`src/rtl/cpipe_pkg.sv`:
```
package cpipe_pkg;
    localparam int XLEN   = 32;
    localparam int RIW    = 4;
    localparam int NREG   = 1 << RIW;
    localparam int PC_IDX = NREG - 1;
    localparam int LR_IDX = NREG - 2;
    localparam int OFFW   = 24;
    localparam int IMMW   = 12;
    localparam int HI_SH  = 20;

    localparam logic [2:0] CL_DP = 3'b001;
    localparam logic [2:0] CL_BR = 3'b101;

    typedef enum logic [1:0] {
        OP_MOV  = 2'b00,
        OP_ADD  = 2'b01,
        OP_SUB  = 2'b10,
        OP_MOVH = 2'b11
    } dp_op_e;

    typedef struct packed {
        logic n;
        logic z;
        logic c;
        logic v;
    } flags_t;

    typedef struct packed {
        logic [XLEN-1:0] pc;
        logic            dv;
        logic [XLEN-1:0] di;
        logic [XLEN-1:0] da;
        logic            ev;
        logic [XLEN-1:0] ei;
        logic [XLEN-1:0] ea;
        flags_t          fl;
    } pipe_t;
endpackage

```
`src/rtl/cpipe_cond.sv`:
```
module cpipe_cond
    import cpipe_pkg::*;
(
    input  logic [3:0] cc,
    input  flags_t     fl,
    output logic       pass
);
    always_comb begin
        case (cc)
            4'h0:    pass = fl.z;
            4'h1:    pass = !fl.z;
            4'h2:    pass = fl.c;
            4'h3:    pass = !fl.c;
            4'h4:    pass = fl.n;
            4'h5:    pass = !fl.n;
            4'h6:    pass = fl.v;
            4'h7:    pass = !fl.v;
            4'h8:    pass = fl.c && !fl.z;
            4'h9:    pass = !fl.c || fl.z;
            4'hA:    pass = (fl.n == fl.v);
            4'hB:    pass = (fl.n != fl.v);
            4'hC:    pass = !fl.z && (fl.n == fl.v);
            4'hD:    pass = fl.z || (fl.n != fl.v);
            4'hE:    pass = 1'b1;
            default: pass = 1'b0;
        endcase
    end
endmodule

```
`src/rtl/cpipe_exec.sv`:
```
module cpipe_exec
    import cpipe_pkg::*;
(
    input  logic [27:0]     body,
    input  logic [XLEN-1:0] addr,
    input  logic [XLEN-1:0] rn_val,
    input  flags_t          f_in,
    output logic [RIW-1:0]  rn_idx,
    output logic            wr_req,
    output logic [RIW-1:0]  wr_idx,
    output logic [XLEN-1:0] wr_data,
    output logic            set_flags,
    output flags_t          f_out,
    output logic            jump_req,
    output logic [XLEN-1:0] jump_addr
);
    logic [XLEN-1:0] pc8, opa, immx, res;
    logic [XLEN:0]   wide;
    logic [RIW-1:0]  rd;
    logic            c_new, v_new;

    always_comb begin
        pc8    = addr + XLEN'(8);
        rn_idx = body[19:16];
        rd     = body[15:12];
        immx   = XLEN'(body[IMMW-1:0]);
        opa    = (rn_idx == RIW'(PC_IDX)) ? pc8 : rn_val;
        wide   = '0;
        res    = '0;
        c_new  = f_in.c;
        v_new  = f_in.v;
        unique case (dp_op_e'(body[22:21]))
            OP_MOV:  res = immx;
            OP_MOVH: res = immx << HI_SH;
            OP_ADD: begin
                wide  = {1'b0, opa} + {1'b0, immx};
                res   = wide[XLEN-1:0];
                c_new = wide[XLEN];
                v_new = (opa[XLEN-1] == immx[XLEN-1]) && (res[XLEN-1] != opa[XLEN-1]);
            end
            OP_SUB: begin
                wide  = {1'b0, opa} - {1'b0, immx};
                res   = wide[XLEN-1:0];
                c_new = !wide[XLEN];
                v_new = (opa[XLEN-1] != immx[XLEN-1]) && (res[XLEN-1] != opa[XLEN-1]);
            end
        endcase

        wr_req    = 1'b0;
        wr_idx    = rd;
        wr_data   = res;
        set_flags = 1'b0;
        f_out     = '{n: res[XLEN-1], z: (res == '0), c: c_new, v: v_new};
        jump_req  = 1'b0;
        jump_addr = '0;

        if (body[27:25] == CL_DP) begin
            set_flags = body[20];
            if (rd == RIW'(PC_IDX)) begin
                jump_req  = 1'b1;
                jump_addr = {res[XLEN-1:2], 2'b00};
            end else begin
                wr_req = 1'b1;
            end
        end else if (body[27:25] == CL_BR) begin
            jump_req  = 1'b1;
            jump_addr = pc8 + {{(XLEN-OFFW-2){body[OFFW-1]}}, body[OFFW-1:0], 2'b00};
            if (body[24]) begin
                wr_req  = 1'b1;
                wr_idx  = RIW'(LR_IDX);
                wr_data = addr + XLEN'(4);
            end
        end
    end
endmodule

```
`src/rtl/cpipe_rf.sv`:
```
module cpipe_rf
    import cpipe_pkg::*;
(
    input  logic            clk,
    input  logic            rst,
    input  logic            we,
    input  logic [RIW-1:0]  widx,
    input  logic [XLEN-1:0] wdata,
    input  logic [RIW-1:0]  ridx,
    output logic [XLEN-1:0] rdata
);
    logic [XLEN-1:0] regs_q [NREG];

    for (genvar g = 0; g < NREG; g++) begin : g_reg
        if (g == PC_IDX) begin : g_pc
            assign regs_q[g] = '0;
        end else begin : g_gpr
            always_ff @(posedge clk) begin
                if (rst)
                    regs_q[g] <= '0;
                else if (we && widx == RIW'(g))
                    regs_q[g] <= wdata;
            end
        end
    end

    assign rdata = regs_q[ridx];


    no_pc_store_chk: assert property (@(posedge clk) disable iff (rst)
        we |-> (widx != RIW'(PC_IDX)));
endmodule

```
`src/rtl/cpipe_core.sv`:
```
module cpipe_core
    import cpipe_pkg::*;
#(
    parameter logic [31:0] RESET_ADDR = 32'h0
) (
    input  logic        clk,
    input  logic        rst,
    output logic [31:0] imem_addr,
    input  logic [31:0] imem_data,
    output logic        ex_valid,
    output logic [31:0] ex_addr,
    output logic        ex_pass,
    output logic        wr_en,
    output logic [3:0]  wr_idx,
    output logic [31:0] wr_data,
    output logic [3:0]  flags
);
    pipe_t s_q, s_d;

    logic            cond_ok, fire, redirect;
    logic [RIW-1:0]  rn_idx, x_idx;
    logic [XLEN-1:0] rn_val, x_data, jump_addr;
    logic            wr_req, set_flags, jump_req;
    flags_t          f_out;

    cpipe_cond u_cond (
        .cc   (s_q.ei[31:28]),
        .fl   (s_q.fl),
        .pass (cond_ok)
    );

    cpipe_exec u_exec (
        .body      (s_q.ei[27:0]),
        .addr      (s_q.ea),
        .rn_val    (rn_val),
        .f_in      (s_q.fl),
        .rn_idx    (rn_idx),
        .wr_req    (wr_req),
        .wr_idx    (x_idx),
        .wr_data   (x_data),
        .set_flags (set_flags),
        .f_out     (f_out),
        .jump_req  (jump_req),
        .jump_addr (jump_addr)
    );

    cpipe_rf u_rf (
        .clk   (clk),
        .rst   (rst),
        .we    (wr_en),
        .widx  (x_idx),
        .wdata (x_data),
        .ridx  (rn_idx),
        .rdata (rn_val)
    );

    assign fire = s_q.ev && cond_ok;

    always_comb begin
        s_d      = s_q;
        redirect = fire && jump_req;
        s_d.pc   = redirect ? jump_addr : s_q.pc + XLEN'(4);
        s_d.dv   = !redirect;
        s_d.di   = imem_data;
        s_d.da   = s_q.pc;
        s_d.ev   = s_q.dv && !redirect;
        s_d.ei   = s_q.di;
        s_d.ea   = s_q.da;
        if (fire && set_flags)
            s_d.fl = f_out;
        if (rst) begin
            s_d    = '0;
            s_d.pc = RESET_ADDR;
        end
    end

    always_ff @(posedge clk) s_q <= s_d;

    assign imem_addr = s_q.pc;
    assign ex_valid  = s_q.ev;
    assign ex_addr   = s_q.ea;
    assign ex_pass   = fire;
    assign wr_en     = fire && wr_req;
    assign wr_idx    = x_idx;
    assign wr_data   = x_data;
    assign flags     = s_q.fl;

    logic rst_seen_q;
    always_ff @(posedge clk) rst_seen_q <= rst;

    always_ff @(posedge clk) begin
        if (!rst && rst_seen_q) begin

            reset_state_chk: assert (s_q.pc == RESET_ADDR && !s_q.dv && !s_q.ev && s_q.fl == '0);
        end
    end


    stage_order_chk: assert property (@(posedge clk) disable iff (rst)
        (s_q.dv && s_q.ev) |-> (s_q.da == s_q.ea + XLEN'(4)));


    advance_chk: assert property (@(posedge clk) disable iff (rst)
        (s_q.dv && !redirect) |=> (s_q.ev && s_q.ea == $past(s_q.da)));


    flush_chk: assert property (@(posedge clk) disable iff (rst)
        redirect |=> (!s_q.dv && !s_q.ev && s_q.pc == $past(jump_addr)));


    bubble_flags_chk: assert property (@(posedge clk) disable iff (rst)
        (s_q.ev && !cond_ok) |=> $stable(s_q.fl));


    sbit_clear_chk: assert property (@(posedge clk) disable iff (rst)
        (s_q.ev && s_q.ei[27:25] == CL_DP && !s_q.ei[20]) |=> $stable(s_q.fl));
endmodule

```
`config.mk`:
```
export PLATFORM = sky130hd
export DESIGN_NAME = cpipe_core
export DESIGN_NICKNAME = d
export VERILOG_FILES = /design/src/rtl/cpipe_pkg.sv /design/src/rtl/cpipe_cond.sv /design/src/rtl/cpipe_exec.sv /design/src/rtl/cpipe_rf.sv /design/src/rtl/cpipe_core.sv
export SDC_FILE = /design/constraint.sdc
export NUM_CORES = 2
export LEC_CHECK = 0
export BUFFER_PORTS_ARGS = -buffer_cell sky130_fd_sc_hd__buf_2
export CELL_PAD_IN_SITES_DETAIL_PLACEMENT = 0
export CELL_PAD_IN_SITES_GLOBAL_PLACEMENT = 1
export CORE_MARGIN = 2
export CORE_UTILIZATION = 47
export DETAILED_ROUTE_END_ITERATION = 10
export MAX_ROUTING_LAYER = met4
export PLACE_DENSITY = 0.8
export SKIP_CTS_REPAIR_TIMING = 1
export SLEW_MARGIN = 20
export SYNTH_ARGS = -nofsm -noshare
export SYNTH_HDL_FRONTEND = slang
export SYNTH_SLANG_ARGS = --single-unit
```
`constraint.sdc`:
```
create_clock -name clk -period 10.55 [get_ports clk]
set_input_delay 2.6375 -clock clk [delete_from_list [all_inputs] [get_ports clk]]
set_output_delay 2.6375 -clock clk [all_outputs]
set_load 0.01 [all_outputs]
```
=== Word level (Yosys, flattened, before mapping) ===
Index checks and enable logic that the tools add are counted.

* Flip-flop bits (word level): 646
* Latch bits: 0
* RAM bits: 0
* Memory bits (read-only): 0
* Input bits: 34
* Output and inout bits: 107
* Word-level logic and storage cells: 138
* Memories: 0

* $add $sub $neg: 6
* $mul: 0
* Div/mod/pow operators: 0
* Order comparisons: 1
* Equality and inequality tests: 39
* Shift operators: 0
* Mux-type cells: 26
* Bitwise gates (word level): 2
* Reduce and logical (&&, ||, !) cells: 38

{| class="wikitable"
|+ Operator list
! operator !! number
|-
| two-way mux 32 bit || 10
|-
| binary-select mux 32 bit (select 4 bit) || 1
|-
| one-hot mux 32 bit (4 select lines) || 1
|-
| adder 32 x 3 -> 32 bit, second input constant || 2
|-
| == test 4 bit, second input constant || 16
|-
| adder 32 x 12 -> 33 bit || 1
|-
| subtractor 32 x 12 -> 33 bit || 1
|-
| adder 32 bit || 1
|-
| adder 32 x 4 -> 32 bit, second input constant || 1
|-
| == test 4 x 3 -> 1 bit, second input constant || 8
|-
| logical NOT 32 bit || 1
|-
| logical AND 1 bit || 24
|-
| == test 4 x 2 -> 1 bit, second input constant || 4
|-
| one-hot mux 1 bit (15 select lines) || 1
|-
| two-way mux 4 bit || 3
|-
| == test 4 x 1 -> 1 bit, second input constant || 2
|-
| logical NOT 4 bit || 2
|-
| two-way mux 1 bit || 8
|-
| logical NOT 1 bit || 6
|-
| greater-or-equal comparator 5 bit, second input constant || 1
|-
| inverter 4 -> 5 bit || 1
|-
| == test 2 bit, second input constant || 2
|-
| one-hot mux 1 bit (2 select lines) || 2
|-
| == test 3 x 1 -> 1 bit, second input constant || 1
|-
| other kinds (9) || 12
|}

=== Logic depth before layout (Yosys ltp) ===
* Word-level depth: 10
* Mapped depth: 33
* Gate-level depth less buffers: 23

=== Hierarchy ===
Synthesis repeated with hierarchy kept, for this count alone.

* Cell total of the unflattened synthesis: 4,182
* Area total of the unflattened synthesis: 34,909.7 µm²

{| class="wikitable"
|+ By module, submodules not included
! module !! instances !! cells an instance !! area each (µm²) !! seq. area each (µm²)
|-
| cpipe_rf || 1 || 2,606 || 22,372.7 || 9,609.2
|-
| cpipe_exec || 1 || 977 || 6,438.7 || 0.0
|-
| cpipe_core || 1 || 571 || 5,904.4 || 3,323.2
|-
| cpipe_cond || 1 || 28 || 193.9 || 0.0
|}

=== Worst setup path after synthesis ===
Ideal clock, no wire load.

* Kind: reg-to-output
* Start: register s_q[54] (netlist bit)
* End: output port wr_data[30]
* Arrival time: 6,793 ps
* Data required time: 7,913 ps
* Slack: 1,119 ps
* Stages on the path, launching flop included: 27
* Buffers on the path: 12
* Cell sequence: dfxtp_1 buf_2 buf_4 buf_4 buf_2 buf_2 buf_2 clkbuf_1 buf_1 clkbuf_1 buf_1 mux2i_1 o221ai_1 nor2_1 a21oi_1 ha_1 clkbuf_1 a221o_1 a211oi_1 o2111ai_1 a2111o_1 or3_4 nor3b_2 mux2_2 a211oi_2 buf_4 or2_1

* Longest elaborated chain between the ends: 10
* Elaborated cells between the ends (all ways): 12
* Those cells by class: 2 x add/sub; 1 x eq/ne; 8 x mux; 1 x bitwise

{| class="wikitable"
|+ Ends and longest elaborated chain
! what !! RTL line !! source
|-
| start, declared || cpipe_core.sv:18 || <nowiki>pipe_t s_q, s_d;</nowiki>
|-
| start signal, assigned || cpipe_core.sv:77 || <nowiki>always_ff @(posedge clk) s_q <= s_d;</nowiki>
|-
| inverter 4 -> 5 bit (not written as such) || cpipe_rf.sv:27 || <nowiki>assign rdata = regs_q[ridx];</nowiki>
|-
| binary-select mux 32 bit (select 4 bit) || cpipe_rf.sv:27 ||
|-
| two-way mux 32 bit (not written as such) (2 in series) || cpipe_rf.sv:27 ||
|-
| two-way mux 32 bit (*) || cpipe_exec.sv:27 || <nowiki>opa = (rn_idx == RIW'(PC_IDX)) ? pc8 : rn_val;</nowiki>
|-
| subtractor 32 x 12 -> 33 bit or adder 32 x 12 -> 33 bit (tied branches) || cpipe_exec.sv:42, cpipe_exec.sv:36 ||
|-
| one-hot mux 32 bit (4 select lines) (*) || cpipe_exec.sv:32 || <nowiki>unique case (dp_op_e'(body[22:21]))</nowiki>
|-
| two-way mux 32 bit || cpipe_exec.sv:68 || <nowiki>if (body[24]) begin</nowiki>
|-
| two-way mux 32 bit || cpipe_exec.sv:65 || <nowiki>end else if (body[27:25] == CL_BR) begin</nowiki>
|-
| two-way mux 32 bit (*) || cpipe_exec.sv:57 || <nowiki>if (body[27:25] == CL_DP) begin</nowiki>
|-
| end, declared || cpipe_core.sv:15 || <nowiki>output logic [31:0] wr_data,</nowiki>
|}

Mark *: on every way between the ends. The rest lies on a longest branch, timed or not. The select of a mux whose other input is x is not followed.

=== Final worst setup path ===
* Start: register s_q[52] (netlist bit)
* End: output port wr_data[30]

The elaborated chain is that of the path after synthesis.

==> impl_metrics.tcl <==
set metrics [dict create \
    period_minus_slack_ns 9.433 \
    dp_cells 4692 \
    p_int_mw 4.141 \
    cts_root_buf "clkbuf_16" \
    drt_iter0_drc 2890 \
    timing.final.hold_violations 0 \
    path_max_fanout 40 \
    avgSynthCellArea_um2 8.380 \
    synth-edff-count 0 \
    ant_nets 0 \
    syn_area_um2 32870 \
    arrival_ns 6.80 \
    seq_power_share_pct 45.5 \
    viasPerCell 5.964 \
    path_delay_family "simple AND/OR/NAND/NOR gates" \
    final-max-slew-violation-count 0 \
    finalSetupViolations 0 \
    core_um2 68950 \
    synth-main-ff-cell "dfxtp_1" \
    yosys_register_bits 646 \
    grt_pass1_wl_um 171400 \
    status "finished, final reports clean" \
    ys_seq_area_share_pct 39.35 \
    cts_tree "yes" \
    slowest_delay_ns 0.94 \
    ys_async_sr_fraction_pct 0 \
    wl_um 114600 \
    drc 0 \
    die-area_um2 72060 \
    p_sw_share_pct 24.13 \
    clk_pin_slew_ns 0.07 \
    worst-r2r-setup-slack_ns 2.37 \
    holdWs_ns 0.4066 \
    yosysWarningCount 0 \
    startpoint_type "flip-flop" \
    grt_usage_pct 32.44 \
    power.total_mw 5.459 \
    whs_path_depth 1 \
    firstDrtPassIters 6 \
    leakage_nw 12.65 \
    grt_max_degree 102 \
    p_switching_mw 1.317 \
    end_kind "primary output" \
    crit_buf_inv 2 \
    r2r-end "flags[2]$_SDFFE_PP0P_" \
    rows 96 \
    tns_ns 0 \
    powerDensity_nw_per_um2 150.9 \
    area_delta_synth_final_pct 10.03 \
    hp-class "reg -> reg" \
    finalCritPeriodShare_pct 89.41 \
    grt.overflow.total 0 \
    stdcell_count 4819 \
    fin_nets 3939 \
    htreeDepth 3 \
    required_ns 7.91 \
    clockBufferDepth 3 \
    worstHoldEndpoint "s_q[47]$_SDFF_PP0_" \
    r2r_cells 20 \
    vias 28740 \
    final_common_cell "nand2_1" \
    crit_chain "nor2b_1 > nand2_1 > o21ai_0 > mux4_2 > a21o_1 > ha_1 > nand2b_1 > a21oi_1 > a211oi_1 > o2111ai_1 > a2111o_1 > or3_4 > nor3b_2 > mux2_2 > a211oi_2 > buf_4 > or2_1 > buf_2" \
    slew-limit-headroom_pct 20.43 \
    cpMaxStageDelayCell "nor2b_1" \
    tightest_slew_ns 1.193 \
    cts_buffers 72 \
    cap_violations 0 \
    initial_core_util_pct 47.67 \
    place.gp.congestion 1.001 \
    clkPwrFrac_pct 48.9 \
    drive_gt1_share_pct 14.51 \
    worstReg2RegStart "s_q[52]$_SDFF_PP0_" \
    antenna_found_initial 1 \
    post_drt_wl_per_cell_um 23.77 \
    syn_nets 4026 \
    first_global_vias 26600 \
    ios 141 \
    die_y_um 268.4 \
    ys_types 113 \
    crit_cells 18 \
    clk-insertion-delay-late_ns 0.65 \
    worstSetupPathType "reg -> out" \
    hp-start "s_q[112]$_SDFF_PP0_" \
    port_buffers 140 \
    fp.dieW_um 268.4 \
    syn_inst 3922 \
    clock-sinks 646 \
    fmax_mhz 106.0 \
    dpl.hpwl_um 73880 \
    ir_drop_uv 137.6 \
    combPwrFrac_pct 5.6 \
    rsz0062_at_grt "no" \
    final_cell_mix "824 x nand2_1, 642 x dfxtp_1, 471 x a21oi_1" \
    skew_ns 0.03951 \
]
## stage by stage
stage | instance area (um^2) | utilization (%) | worst slack (ns)
2_1_floorplan | 32870 | - | 1.119
3_3_place_gp | 33650 | 48.80 | 1.941
3_5_place_dp | 33650 | 48.80 | 1.887
4_1_cts | 36160 | 52.44 | 1.176
5_1_grt | 36160 | 52.45 | 0.7714
6_report | 36160 | 52.45 | 1.117
## cells in the mapped netlist (10+ instances only)
cell	count	area [um^2]
and3_1	11	68.82
o21a_1	18	135.1
xor2_1	61	534.3
dfxtp_1	646	12930
inv_1	58	217.7
nand2b_1	29	181.4
a22oi_1	10	75.07
a21o_1	23	172.7
a221oi_1	27	236.5
mux2i_1	35	350.3
buf_2	30	150.1
or2_2	18	112.6
ha_1	67	838.3
nand4_1	35	219.0
nor3_1	37	185.2
nor4_1	21	131.4
a21oi_1	471	2357
xnor2_1	55	481.7
clkbuf_1	241	904.6
mux2_2	30	337.8
o21ai_1	55	275.3
nand2_1	829	3112
o221ai_1	23	201.4
a211oi_1	120	900.9
mux4_2	99	2230
buf_1	22	82.58
and2_1	14	87.58
buf_4	75	563.0
nor2_1	224	840.8
o21ai_0	84	420.4
nand3_1	47	235.2
nor2b_1	147	919.6
a31oi_1	18	112.6
o31ai_1	10	75.07
or3_1	16	100.1
o22ai_1	23	143.9
## worst reg2reg max path: stages, from the launching register on
cell and delay [ns]:
dfxtp_4 0.86, buf_12 0.64, mux4_2 0.67, a22o_1 0.26
a31oi_1 0.33, o211ai_2 0.26, or4b_1 0.74, nand4bb_4 0.33
nor3_1 0.29, nand3b_1 0.14, nor2_1 0.11, ha_1 0.25
a21oi_1 0.14, nor2_1 0.14, nor4_1 0.83, o2111a_1 0.35
nand4b_1 0.11, or4b_2 0.67, nor4b_1 0.55, nand4_1 0.20
o31ai_2 0.24
## layout make-up
cell class / count / area (um^2)
diodes: 1 / 2.502
clock buffers: 94 / 2037
clock inverters: 32 / 470.5
fillers: 6562 / 32780
inverters: 61 / 229.0
multi-input cells: 2833 / 17980
flip-flops and latches: 646 / 12940
well taps: 931 / 1165
repair buffers: 221 / 1331
## kinds of logic (layout without fill, tap and decap cells)
logic type | count (synthesis) | in the layout | synth area share [%]
AND/OR/NAND/NOR | 1487 | 1487 | 20.56
buffers and inverters | 443 | 408 | 6.357
XOR/XNOR | 117 | 117 | 3.141
adder cells (fa/ha/maj) | 70 | 70 | 2.733
flip-flops | 646 | 646 | 39.35
AO/OA/AOI/OAI | 993 | 993 | 18.92
multiplexers | 166 | 166 | 8.946
other | 0 | 1 | 0
## flip-flops by register name, summed over array words and instances (netlist names)
name	cells
u_rf.regs_q	480
flags	4
imem_addr	32
ex_valid	1
s_q	97
ex_addr	32
## power by group through the flow
stage / sequential, mW / combinational, mW / clock, mW
global route: 2.48 / 0.327 / 2.80
CTS: 2.48 / 0.303 / 2.71
finish: 2.48 / 0.307 / 2.67
global placement: 2.53 / 0.304 / 0
floorplan: 2.51 / 0.218 / 0
detailed placement: 2.53 / 0.302 / 0
## worst max-delay path by stage
stage / from / endpoint / slack, ns
4_1_cts: s_q[52]$_SDFF_PP0_ / wr_data[23] / 1.18
3_5_place_dp: s_q[52]$_SDFF_PP0_ / wr_data[23] / 1.89
2_1_floorplan: s_q[54]$_SDFF_PP0_ / wr_data[30] / 1.12
5_1_grt: s_q[52]$_SDFF_PP0_ / wr_data[30] / 0.77
6_report: s_q[52]$_SDFF_PP0_ / wr_data[30] / 1.12
3_3_place_gp: s_q[52]$_SDFF_PP0_ / wr_data[30] / 1.94
## metal layers
metal / part of all wire [%] / vias up / track usage (%)
met4: 3.4 / 0 / 11.25
met3: 7.3 / 219 / 4.575
met2: 47 / 1155 / 51.23
met5: 0 / - / -
li1: - / 13490 / -
met1: 42 / 13880 / 42.73
Power figures use the tool's default switching activity.
